===== src/rtl/plane_rop_pkg.sv =====
package plane_rop_pkg;

    typedef enum logic [2:0] {
        ROP_PSET = 3'd0,
        ROP_OR   = 3'd1,
        ROP_AND  = 3'd2,
        ROP_XOR  = 3'd3,
        ROP_NOT  = 3'd4
    } rop_op_e;

    typedef enum logic [1:0] {
        SEL_CMD   = 2'd0,
        SEL_COLOR = 2'd1,
        SEL_MASK  = 2'd2,
        SEL_BDIS  = 2'd3
    } reg_sel_e;

    typedef enum logic [1:0] {
        SQ_IDLE   = 2'd0,
        SQ_READ   = 2'd1,
        SQ_WRITE  = 2'd2,
        SQ_FINISH = 2'd3
    } seq_state_e;

    function automatic logic op_known(input logic [2:0] code);
        return code <= 3'd4;
    endfunction

endpackage


===== src/rtl/rop_regs.sv =====
module rop_regs
    import plane_rop_pkg::*;
#(
    parameter int NPLANES = 4,
    parameter int DW      = 8
) (
    input  logic               clk,
    input  logic               rst,
    input  logic               we,
    input  logic [1:0]         sel,
    input  logic [DW-1:0]      wdata,
    input  logic               hold,
    output logic [2:0]         cmd_q,
    output logic [NPLANES-1:0] color_q,
    output logic [DW-1:0]      mask_q,
    output logic [NPLANES-1:0] bdis_q
);

    always_ff @(posedge clk) begin
        if (rst) begin
            cmd_q   <= ROP_PSET;
            color_q <= '0;
            mask_q  <= '0;
            bdis_q  <= '0;
        end else if (we && !hold) begin
            case (reg_sel_e'(sel))
                SEL_CMD:   cmd_q   <= wdata[2:0];
                SEL_COLOR: color_q <= wdata[NPLANES-1:0];
                SEL_MASK:  mask_q  <= wdata;
                SEL_BDIS:  bdis_q  <= wdata[NPLANES-1:0];
                default:   ;
            endcase
        end
    end

    // an operation sees constant register contents
    a_r10_regs_frozen: assert property (@(posedge clk) disable iff (rst)
        hold |=> ($stable(cmd_q) && $stable(color_q) && $stable(mask_q) && $stable(bdis_q)));

endmodule


===== src/rtl/rop_merge.sv =====
module rop_merge
    import plane_rop_pkg::*;
#(
    parameter int DW = 8
) (
    input  logic [2:0]    op,
    input  logic          color_bit,
    input  logic [DW-1:0] mask,
    input  logic [DW-1:0] old_byte,
    output logic [DW-1:0] new_byte
);

    logic [DW-1:0] col_byte;
    logic [DW-1:0] raw;

    assign col_byte = {DW{color_bit}};

    always_comb begin
        case (rop_op_e'(op))
            ROP_PSET: raw = col_byte;
            ROP_OR:   raw = old_byte | col_byte;
            ROP_AND:  raw = old_byte & col_byte;
            ROP_XOR:  raw = old_byte ^ col_byte;
            ROP_NOT:  raw = ~old_byte;
            default:  raw = old_byte;
        endcase
        new_byte = (old_byte & mask) | (raw & ~mask);
    end

endmodule


===== src/rtl/rop_sequencer.sv =====
module rop_sequencer
    import plane_rop_pkg::*;
#(
    parameter int NPLANES = 4,
    parameter int AW      = 14
) (
    input  logic                       clk,
    input  logic                       rst,
    input  logic                       start,
    input  logic [AW-1:0]              addr,
    input  logic                       op_ok,
    input  logic [NPLANES-1:0]         bdis,
    output logic                       busy,
    output logic                       mem_rd,
    output logic                       mem_wr,
    output logic [AW-1:0]              mem_addr,
    output logic [$clog2(NPLANES)-1:0] mem_plane
);

    localparam int PW = $clog2(NPLANES);

    seq_state_e    st;
    logic [PW-1:0] plane_q;
    logic [AW-1:0] addr_q;
    logic          first_any, next_any;
    logic [PW-1:0] first_idx, next_idx;

    always_comb begin
        first_any = 1'b0;
        first_idx = '0;
        next_any  = 1'b0;
        next_idx  = '0;
        for (int i = NPLANES - 1; i >= 0; i--) begin
            if (!bdis[i]) begin
                first_any = 1'b1;
                first_idx = PW'(i);
                if (i > int'(plane_q)) begin
                    next_any = 1'b1;
                    next_idx = PW'(i);
                end
            end
        end
    end

    always_ff @(posedge clk) begin
        if (rst) begin
            st      <= SQ_IDLE;
            plane_q <= '0;
            addr_q  <= '0;
        end else begin
            case (st)
                SQ_IDLE: if (start) begin
                    addr_q <= addr;
                    if (op_ok && first_any) begin
                        st      <= SQ_READ;
                        plane_q <= first_idx;
                    end else begin
                        st <= SQ_FINISH;
                    end
                end
                SQ_READ:  st <= SQ_WRITE;
                SQ_WRITE: if (next_any) begin
                    st      <= SQ_READ;
                    plane_q <= next_idx;
                end else begin
                    st <= SQ_IDLE;
                end
                default:  st <= SQ_IDLE;
            endcase
        end
    end

    assign busy      = (st != SQ_IDLE);
    assign mem_rd    = (st == SQ_READ);
    assign mem_wr    = (st == SQ_WRITE);
    assign mem_addr  = addr_q;
    assign mem_plane = plane_q;

    a_r4_write_after_read: assert property (@(posedge clk) disable iff (rst)
        mem_wr |-> ($past(mem_rd) && $stable(mem_plane) && $stable(mem_addr)));

    a_r4_planes_ascend: assert property (@(posedge clk) disable iff (rst)
        (mem_rd && $past(mem_wr)) |-> (mem_plane > $past(mem_plane)));

    a_r8_trigger_raises_busy: assert property (@(posedge clk) disable iff (rst)
        (start && !busy) |=> busy);

    a_r9_idle_cycle_ends: assert property (@(posedge clk) disable iff (rst)
        (busy && !mem_rd && !mem_wr) |=> !busy);

endmodule


===== src/rtl/plane_rop_alu.sv =====
module plane_rop_alu
    import plane_rop_pkg::*;
#(
    parameter int NPLANES = 4,
    parameter int DW      = 8,
    parameter int AW      = 14
) (
    input  logic                       clk,
    input  logic                       rst,
    input  logic                       reg_we,
    input  logic [1:0]                 reg_sel,
    input  logic [DW-1:0]              reg_wdata,
    input  logic                       start,
    input  logic [AW-1:0]              addr,
    output logic                       busy,
    output logic                       mem_rd,
    output logic                       mem_wr,
    output logic [AW-1:0]              mem_addr,
    output logic [$clog2(NPLANES)-1:0] mem_plane,
    output logic [DW-1:0]              mem_wdata,
    input  logic [DW-1:0]              mem_rdata
);

    logic [2:0]         cmd_q;
    logic [NPLANES-1:0] color_q;
    logic [DW-1:0]      mask_q;
    logic [NPLANES-1:0] bdis_q;
    logic               hold;

    assign hold = busy | start;

    rop_regs #(.NPLANES(NPLANES), .DW(DW)) u_regs (
        .clk(clk), .rst(rst), .we(reg_we), .sel(reg_sel), .wdata(reg_wdata),
        .hold(hold), .cmd_q(cmd_q), .color_q(color_q), .mask_q(mask_q), .bdis_q(bdis_q)
    );

    rop_sequencer #(.NPLANES(NPLANES), .AW(AW)) u_seq (
        .clk(clk), .rst(rst), .start(start), .addr(addr), .op_ok(op_known(cmd_q)),
        .bdis(bdis_q), .busy(busy), .mem_rd(mem_rd), .mem_wr(mem_wr),
        .mem_addr(mem_addr), .mem_plane(mem_plane)
    );

    rop_merge #(.DW(DW)) u_merge (
        .op(cmd_q), .color_bit(color_q[mem_plane]), .mask(mask_q),
        .old_byte(mem_rdata), .new_byte(mem_wdata)
    );

    a_r2_disabled_plane_quiet: assert property (@(posedge clk) disable iff (rst)
        (mem_rd || mem_wr) |-> !bdis_q[mem_plane]);

    a_r3_masked_bits_kept: assert property (@(posedge clk) disable iff (rst)
        mem_wr |-> (((mem_wdata ^ mem_rdata) & mask_q) == '0));

endmodule


===== config.mk =====
export PLATFORM = sky130hd
export DESIGN_NAME = plane_rop_alu
export DESIGN_NICKNAME = d
export VERILOG_FILES = /design/src/rtl/plane_rop_pkg.sv /design/src/rtl/rop_regs.sv /design/src/rtl/rop_merge.sv /design/src/rtl/rop_sequencer.sv /design/src/rtl/plane_rop_alu.sv
export SDC_FILE = /design/constraint.sdc
export NUM_CORES = 1
export LEC_CHECK = 0
export BUFFER_PORTS_ARGS = -buffer_cell sky130_fd_sc_hd__buf_2
export CAP_MARGIN = 25
export CORE_MARGIN = 3
export CORE_UTILIZATION = 35
export CTS_BUF_LIST = sky130_fd_sc_hd__clkbuf_16
export DETAILED_ROUTE_END_ITERATION = 10
export HOLD_SLACK_MARGIN = 0.08
export SETUP_SLACK_MARGIN = 0.1
export SKIP_CTS_REPAIR_TIMING = 1
export SYNTH_ARGS = -nofsm -noshare
export SYNTH_HDL_FRONTEND = slang
export SYNTH_SLANG_ARGS = --single-unit

===== constraint.sdc =====
create_clock -name clk -period 3.5 [get_ports clk]
set_input_delay 0.525 -clock clk [delete_from_list [all_inputs] [get_ports clk]]
set_output_delay 0.525 -clock clk [all_outputs]
set_load 0.02 [all_outputs]

==> flow_summary.toml, run 1 <==
[status]
status = "finished clean"

[global_routing]
number_of_global_route_vias_before_repair = 1927
grt_use_total_pct = 14.79
global_route.usage.met3_pct = 3.650
grt_first_pass_wirelength_mm = 8.928
busiest_grt_layer = "met2"
pin_count_of_the_biggest_net_entering_global_routing = 40
grtUsageMet2_pct = 23.27
antenna_found_initial = 0
global_route.usage.met1_pct = 19.74
grt-ovfl-total = 0

[worst_setup_path]
reg2reg_slack_ps = 1670
timing.reg2reg.worst_path_depth = 5
crit_path_top_delay_cell = "mux4_2"
worst-setup-path-type = "reg -> out"
critical_path.startpoint_type = "register"
timing.critical_path.depth = 9
cp_top_family = "multiplexers"
critPathMaxFanout = 8
path_buf_inv = 2
endpoint_kind = "output port"
r2r_end = "u_seq.mem_plane[0]"
cp_data_arrival_time_ps = 2580
critical_path.reg2reg.startpoint = "u_regs.cmd_q[0]"
path_cells = "mux4_2 -> clkinvlp_4 -> ha_1 -> nand2_1 -> o21ai_0 -> a21oi_1 -> o211ai_1 -> and2_1 -> buf_2"
crit_path_largest_cell_delay_ps = 660
worst-endpoint-required_ps = 2970

[route]
via_count = 2060
post_route_drc_violation_count = 0
wl_per_cell_um = 13.00
routed_wl_mm = 5.293
final_antenna_net_count = 0
viasPerCell = 5.061
drtIter0Drc = 59
drt_pass1_iterations = 4

[synthesis]
synthesis.area_per_instance_um2 = 8.251
synthXorXnorAreaFrac_pct = 0
synth_compound_area_share_pct = 21.77
synth-adder-area-share_pct = 8.954
synth_mux_area_share_pct = 10.91
synth_cell_types = 37
net_count_after_synthesis = 323
seq_area_frac_synth_pct = 33.13
post_syn_area_um2 = 2236
post_synth_inst_count = 271
combinational_family_with_the_most_area_after_synthesis = "compound AO/OA/AOI/OAI gates"
ys_ff_latch = 37
synth-simple-area-share_pct = 20.20
synth-warning-count = 0

[placement]
place_inst = 397
post-place-ws_ps = 501.4
dpl-instance-area_um2 = 2591
routabilityCongestion = 0.7518
portBuffers = 62
hpwl_after_detailed_placement_mm = 3.874

[clock_tree]
clock_tree.buffer_depth = 2
worst_skew_pair.late_latency_ps = 270
clk_pin_slew_ps = 50
numCtsBuffers = 5
tritoncts = "built"
cts_num_sinks = 37
clockRootBuffer = "clkbuf_16"
cts_htree_levels = 2

[floorplanning]
die_w_um = 85.93
die_area_um2 = 7383
core_area_um2 = 6061
rows = 28
initial_utilization_pct = 36.89
fp.dieH_um = 85.93
ioPinCount = 63

[cells_and_area]
drive_above_1_share_pct = 24.40
syn_to_final_growth_pct = 24.01
final-instance-count-excl-fill = 407
final-seq-area_um2 = 740.7
layout.nets = 383
num-fill-cells = 622
fin_area_um2 = 2773
multi_input_area_um2 = 1383
diodes = 0

[sta]
tns_ps = 0
final_critical_path_setup_slack_ps = 394.2
relSlewSlack_pct = 51.34
setup_repair_after_global_routing_missed_its_margin = "false"
fmaxAchievable_mhz = 322.0
setup_viol_count_final = 0
period_needed_ps = 3106
maxSlewViolCount = 0
timing.final.hold_violations = 0
final.setup_skew_ps = 3.216
tightestPinTransition_ps = 729.8
final.period_utilization_pct = 88.74

[power]
power.leakage_uw = 0.001341
ir_drop_v = 0.0002950
pwr_density_cell_nw_per_um2 = 402.0

[worst_hold_path]
hold_path.startpoint = "u_seq.mem_addr[3]"
min_path_type = "reg -> reg"
hold-path-endpoint = "u_seq.mem_addr[3]"
hold_path_depth = 2

[job]
timing.max_cap.violations = 0
## routing by layer
| layer | up-vias | wire (um) |
|---|---|---|
| met3 | 7 | 339 |
| met2 | 55 | 2421 |
| li1 | 1060 | - |
| met1 | 938 | 2461 |
| met4 | 0 | 71 |
| met5 | - | 0 |
## power breakdown
| part | internal [uW] | switching [uW] |
|---|---|---|
| clock network | 330 | 159 |
| registers | 439 | 15.9 |
| logic | 69.7 | 101 |
## state kept, by name, summed over array words and instances (netlist names)
signal / count
u_regs.color_q: 4
u_seq.mem_plane: 2
u_regs.mask_q: 8
u_regs.bdis_q: 4
u_seq.mem_addr: 14
u_seq.st: 2
u_regs.cmd_q: 3
## final cells by class
class	instances	share of cell area, %
Inverter	15	2.166
Sequential cell	37	26.71
Tap cell	75	3.384
Clock inverter	3	1.354
Timing Repair Buffer	65	12.00
Multi-Input combinational cell	207	49.86
Clock buffer	5	4.513
## per-stage QoR
step                utilization, %  total power, uW  hold slack (ps)
global route                 45.75             1173            465.4
floorplan                        -            572.7            457.8
CTS                          45.44             1129            451.1
finish                       45.75             1115            451.8
global placement             42.75            632.1            439.2
detailed placement           42.75            634.9            443.5
## how the worst max path moves through the flow
stage / start / end / slack (ps)
final: u_seq.mem_plane[0] / mem_wdata[5] / 390
after CTS: u_seq.mem_plane[0] / mem_wdata[5] / 200
after floorplan: u_seq.mem_plane[0] / mem_wdata[3] / 500
after detailed placement: u_seq.mem_plane[0] / mem_wdata[5] / 500
after global placement: u_seq.mem_plane[0] / mem_wdata[6] / 560
after global routing: u_seq.mem_plane[0] / mem_wdata[0] / 180
## synthesized netlist by cell type, drive strengths merged
master  count  area (um2)
nand2      41       153.9
dfxtp      37       740.7
a21oi      35       186.4
nor2       30       112.6
mux2i      21       210.2
ha         16       200.2
inv        15       56.30
o21ai      15       75.07
and2        6       37.54
buf         6       30.03
clkbuf      6       26.28
o211ai      5       37.54
a22o        4       35.03
a221oi      3       26.28
nand2b      3       26.27
nor2b       3       18.77
or4         3       22.52
a211o       2       17.52
nand3b      2       15.01
nor3        2       10.01
nor3b       2       26.28
o21a        2       15.01
o22ai       2       12.51
o31ai       2       15.01
a211oi      1       12.51
a41o        1       10.01
mux2        1       11.26
mux4        1       22.52
nand3       1       5.000
nor4b       1       23.77
o32ai       1       27.53
o41ai       1       16.27
## worst reg2reg max path, stage by stage, from the launching register on
cell and delay, ps:
dfxtp_1 660, o21a_1 430, a41o_1 180, nand2_1 90, a211o_1 320, o41ai_2 50
## kinds of logic (layout without fill, tap and decap cells)
group,count (synthesis),in the layout
DFF,37,37
AOI/OAI and AO/OA,74,74
adders and majority gates,16,16
buffers and inverters,27,88
and+or+nand+nor,94,94
muxes,23,23
## cell usage in the layout (no fill, tap or decap), types with 2 or more instances in the layout
cell type	Yosys	layout
or4_1	3	3
mux2i_1	21	21
and2_1	5	5
nor2b_1	3	3
o21ai_0	15	15
inv_1	15	15
nand3b_1	2	2
nor3_1	2	2
o211ai_1	5	5
o31ai_1	2	2
nor2_1	30	30
o22ai_1	2	2
o21a_1	2	2
nand2_1	41	41
nand2b_1	2	2
a22o_1	4	4
buf_4	0	3
a21oi_1	34	34
a211o_1	2	2
a221oi_1	3	3
buf_2	6	62
dfxtp_1	37	37
clkbuf_16	0	5
ha_1	16	16
Note: power is estimated with default switching activity, not from simulation.
==> run 2: changes to the inputs <==
- GPL_TIMING_DRIVEN: unset -> 0
- HOLD_SLACK_MARGIN: 0.08 -> unset
==> flow_summary.toml, run 2 (synthesized netlist as in run 1, its figures left out) <==
[clock_tree]
numCtsBuffers = 5
clk_pin_slew_ps = 50
clock_tree.buffer_depth = 2
clockRootBuffer = "clkbuf_16"
cts_num_sinks = 37
tritoncts = "built"
worst_skew_pair.late_latency_ps = 270
cts_htree_levels = 2

[sta]
tightestPinTransition_ps = 452.5
setup_repair_after_global_routing_missed_its_margin = "false"
maxSlewViolCount = 0
relSlewSlack_pct = 69.83
final.setup_skew_ps = 3.201
fmaxAchievable_mhz = 325.5
tns_ps = 0
timing.final.hold_violations = 0
setup_viol_count_final = 0
period_needed_ps = 3072
final.period_utilization_pct = 87.77

[worst_setup_path]
reg2reg_slack_ps = 1940
cp_data_arrival_time_ps = 2550
critPathMaxFanout = 8
critical_path.startpoint_type = "register"
worst-endpoint-required_ps = 2970
endpoint_kind = "output port"
worst-setup-path-type = "reg -> out"

[floorplanning]
fp.dieH_um = 85.93
rows = 28
die_w_um = 85.93
die_area_um2 = 7383
core_area_um2 = 6061
ioPinCount = 63
initial_utilization_pct = 36.89

[route]
viasPerCell = 4.962
routed_wl_mm = 5.255
wl_per_cell_um = 12.60
drtIter0Drc = 47
via_count = 2069
drt_pass1_iterations = 4
final_antenna_net_count = 0
post_route_drc_violation_count = 0

[cells_and_area]
layout.nets = 394
layout.core_utilization_pct = 46.12
most_frequent_cells_in_the_layout = "68 x buf_2, 41 x nand2_1, 37 x dfxtp_1"
largest_reg_flops = 14
drive_above_1_share_pct = 25.44
final-instance-count-excl-fill = 417
syn_to_final_growth_pct = 25.01
diodes = 0
most_common_cell_after_layout_fill_and_taps_aside = "buf_2"
fin_area_um2 = 2795

[job]
timing.max_cap.violations = 0

[global_routing]
grt-ovfl-total = 0
antenna_found_initial = 0
grtUsageMet2_pct = 23.48
global_route.usage.met1_pct = 19.63
pin_count_of_the_biggest_net_entering_global_routing = 12
grt_first_pass_wirelength_mm = 8.845
grt_use_total_pct = 14.59
busiest_grt_layer = "met2"
number_of_global_route_vias_before_repair = 1897
global_route.usage.met3_pct = 3.362

[status]
status = "finished clean"

[power]
design_power_total_uw = 1042
ir_drop_v = 0.0003408
power.leakage_uw = 0.001353
pwr_density_cell_nw_per_um2 = 372.8

[placement]
portBuffers = 62
routabilityCongestion = 0.7691
hpwl_after_detailed_placement_mm = 4.008
dpl-instance-area_um2 = 2640
place_inst = 408

[worst_hold_path]
min_path_type = "reg -> reg"
-- run 2: final timing paths --
| path | startpoint | endpoint | cells after the start |
|---|---|---|---|
| max | u_seq.mem_plane[0] | mem_wdata[6] | 9 |
| min | u_seq.mem_addr[5] | u_seq.mem_addr[5] | 2 |
| max reg2reg | u_regs.cmd_q[0] | u_seq.mem_plane[0] | 5 |
| min reg2reg | u_seq.mem_addr[5] | u_seq.mem_addr[5] | 2 |
-- run 2: through the flow --
stage	setup slack (ps)	hold slack, ps
6_report	428.1	453.9
5_1_grt	288.3	477.0
4_1_cts	140.2	455.7
3_5_place_dp	450.8	447.1
3_3_place_gp	457.0	439.7
2_1_floorplan	495.8	457.8
-- run 2: worst max-delay path, stage by stage, from the launching register on --
cell        delay, ps
dfxtp_1           510
mux4_2            620
clkinvlp_4        180
ha_1              250
nand2_1            60
o21ai_0            80
a21oi_1           180
o211ai_1          100
and2_1            140
buf_2             150
-- run 2: power breakdown --
group	internal, uW	switching (uW)	total, uW
clock network	257	157	414
registers	439	15.2	454
logic	72.5	102	174
-- run 2: area by class of cell --
class                           count  area [um2]
Sequential cell                    37       740.7
Multi-Input combinational cell    207        1383
Clock buffer                        5       125.1
Fill cell                         629        3266
Clock inverter                      2       11.26
Tap cell                           75       93.84
Inverter                           15       60.06
Buffer                             12       56.30
Timing Repair Buffer               64       325.3
-- run 2: routing by layer --
metal  share of wire [%]  up-vias
met5                   0        -
met4                 1.1        0
met3                 5.7        6
met2                  45       53
met1                  48      929
li1                    -     1081
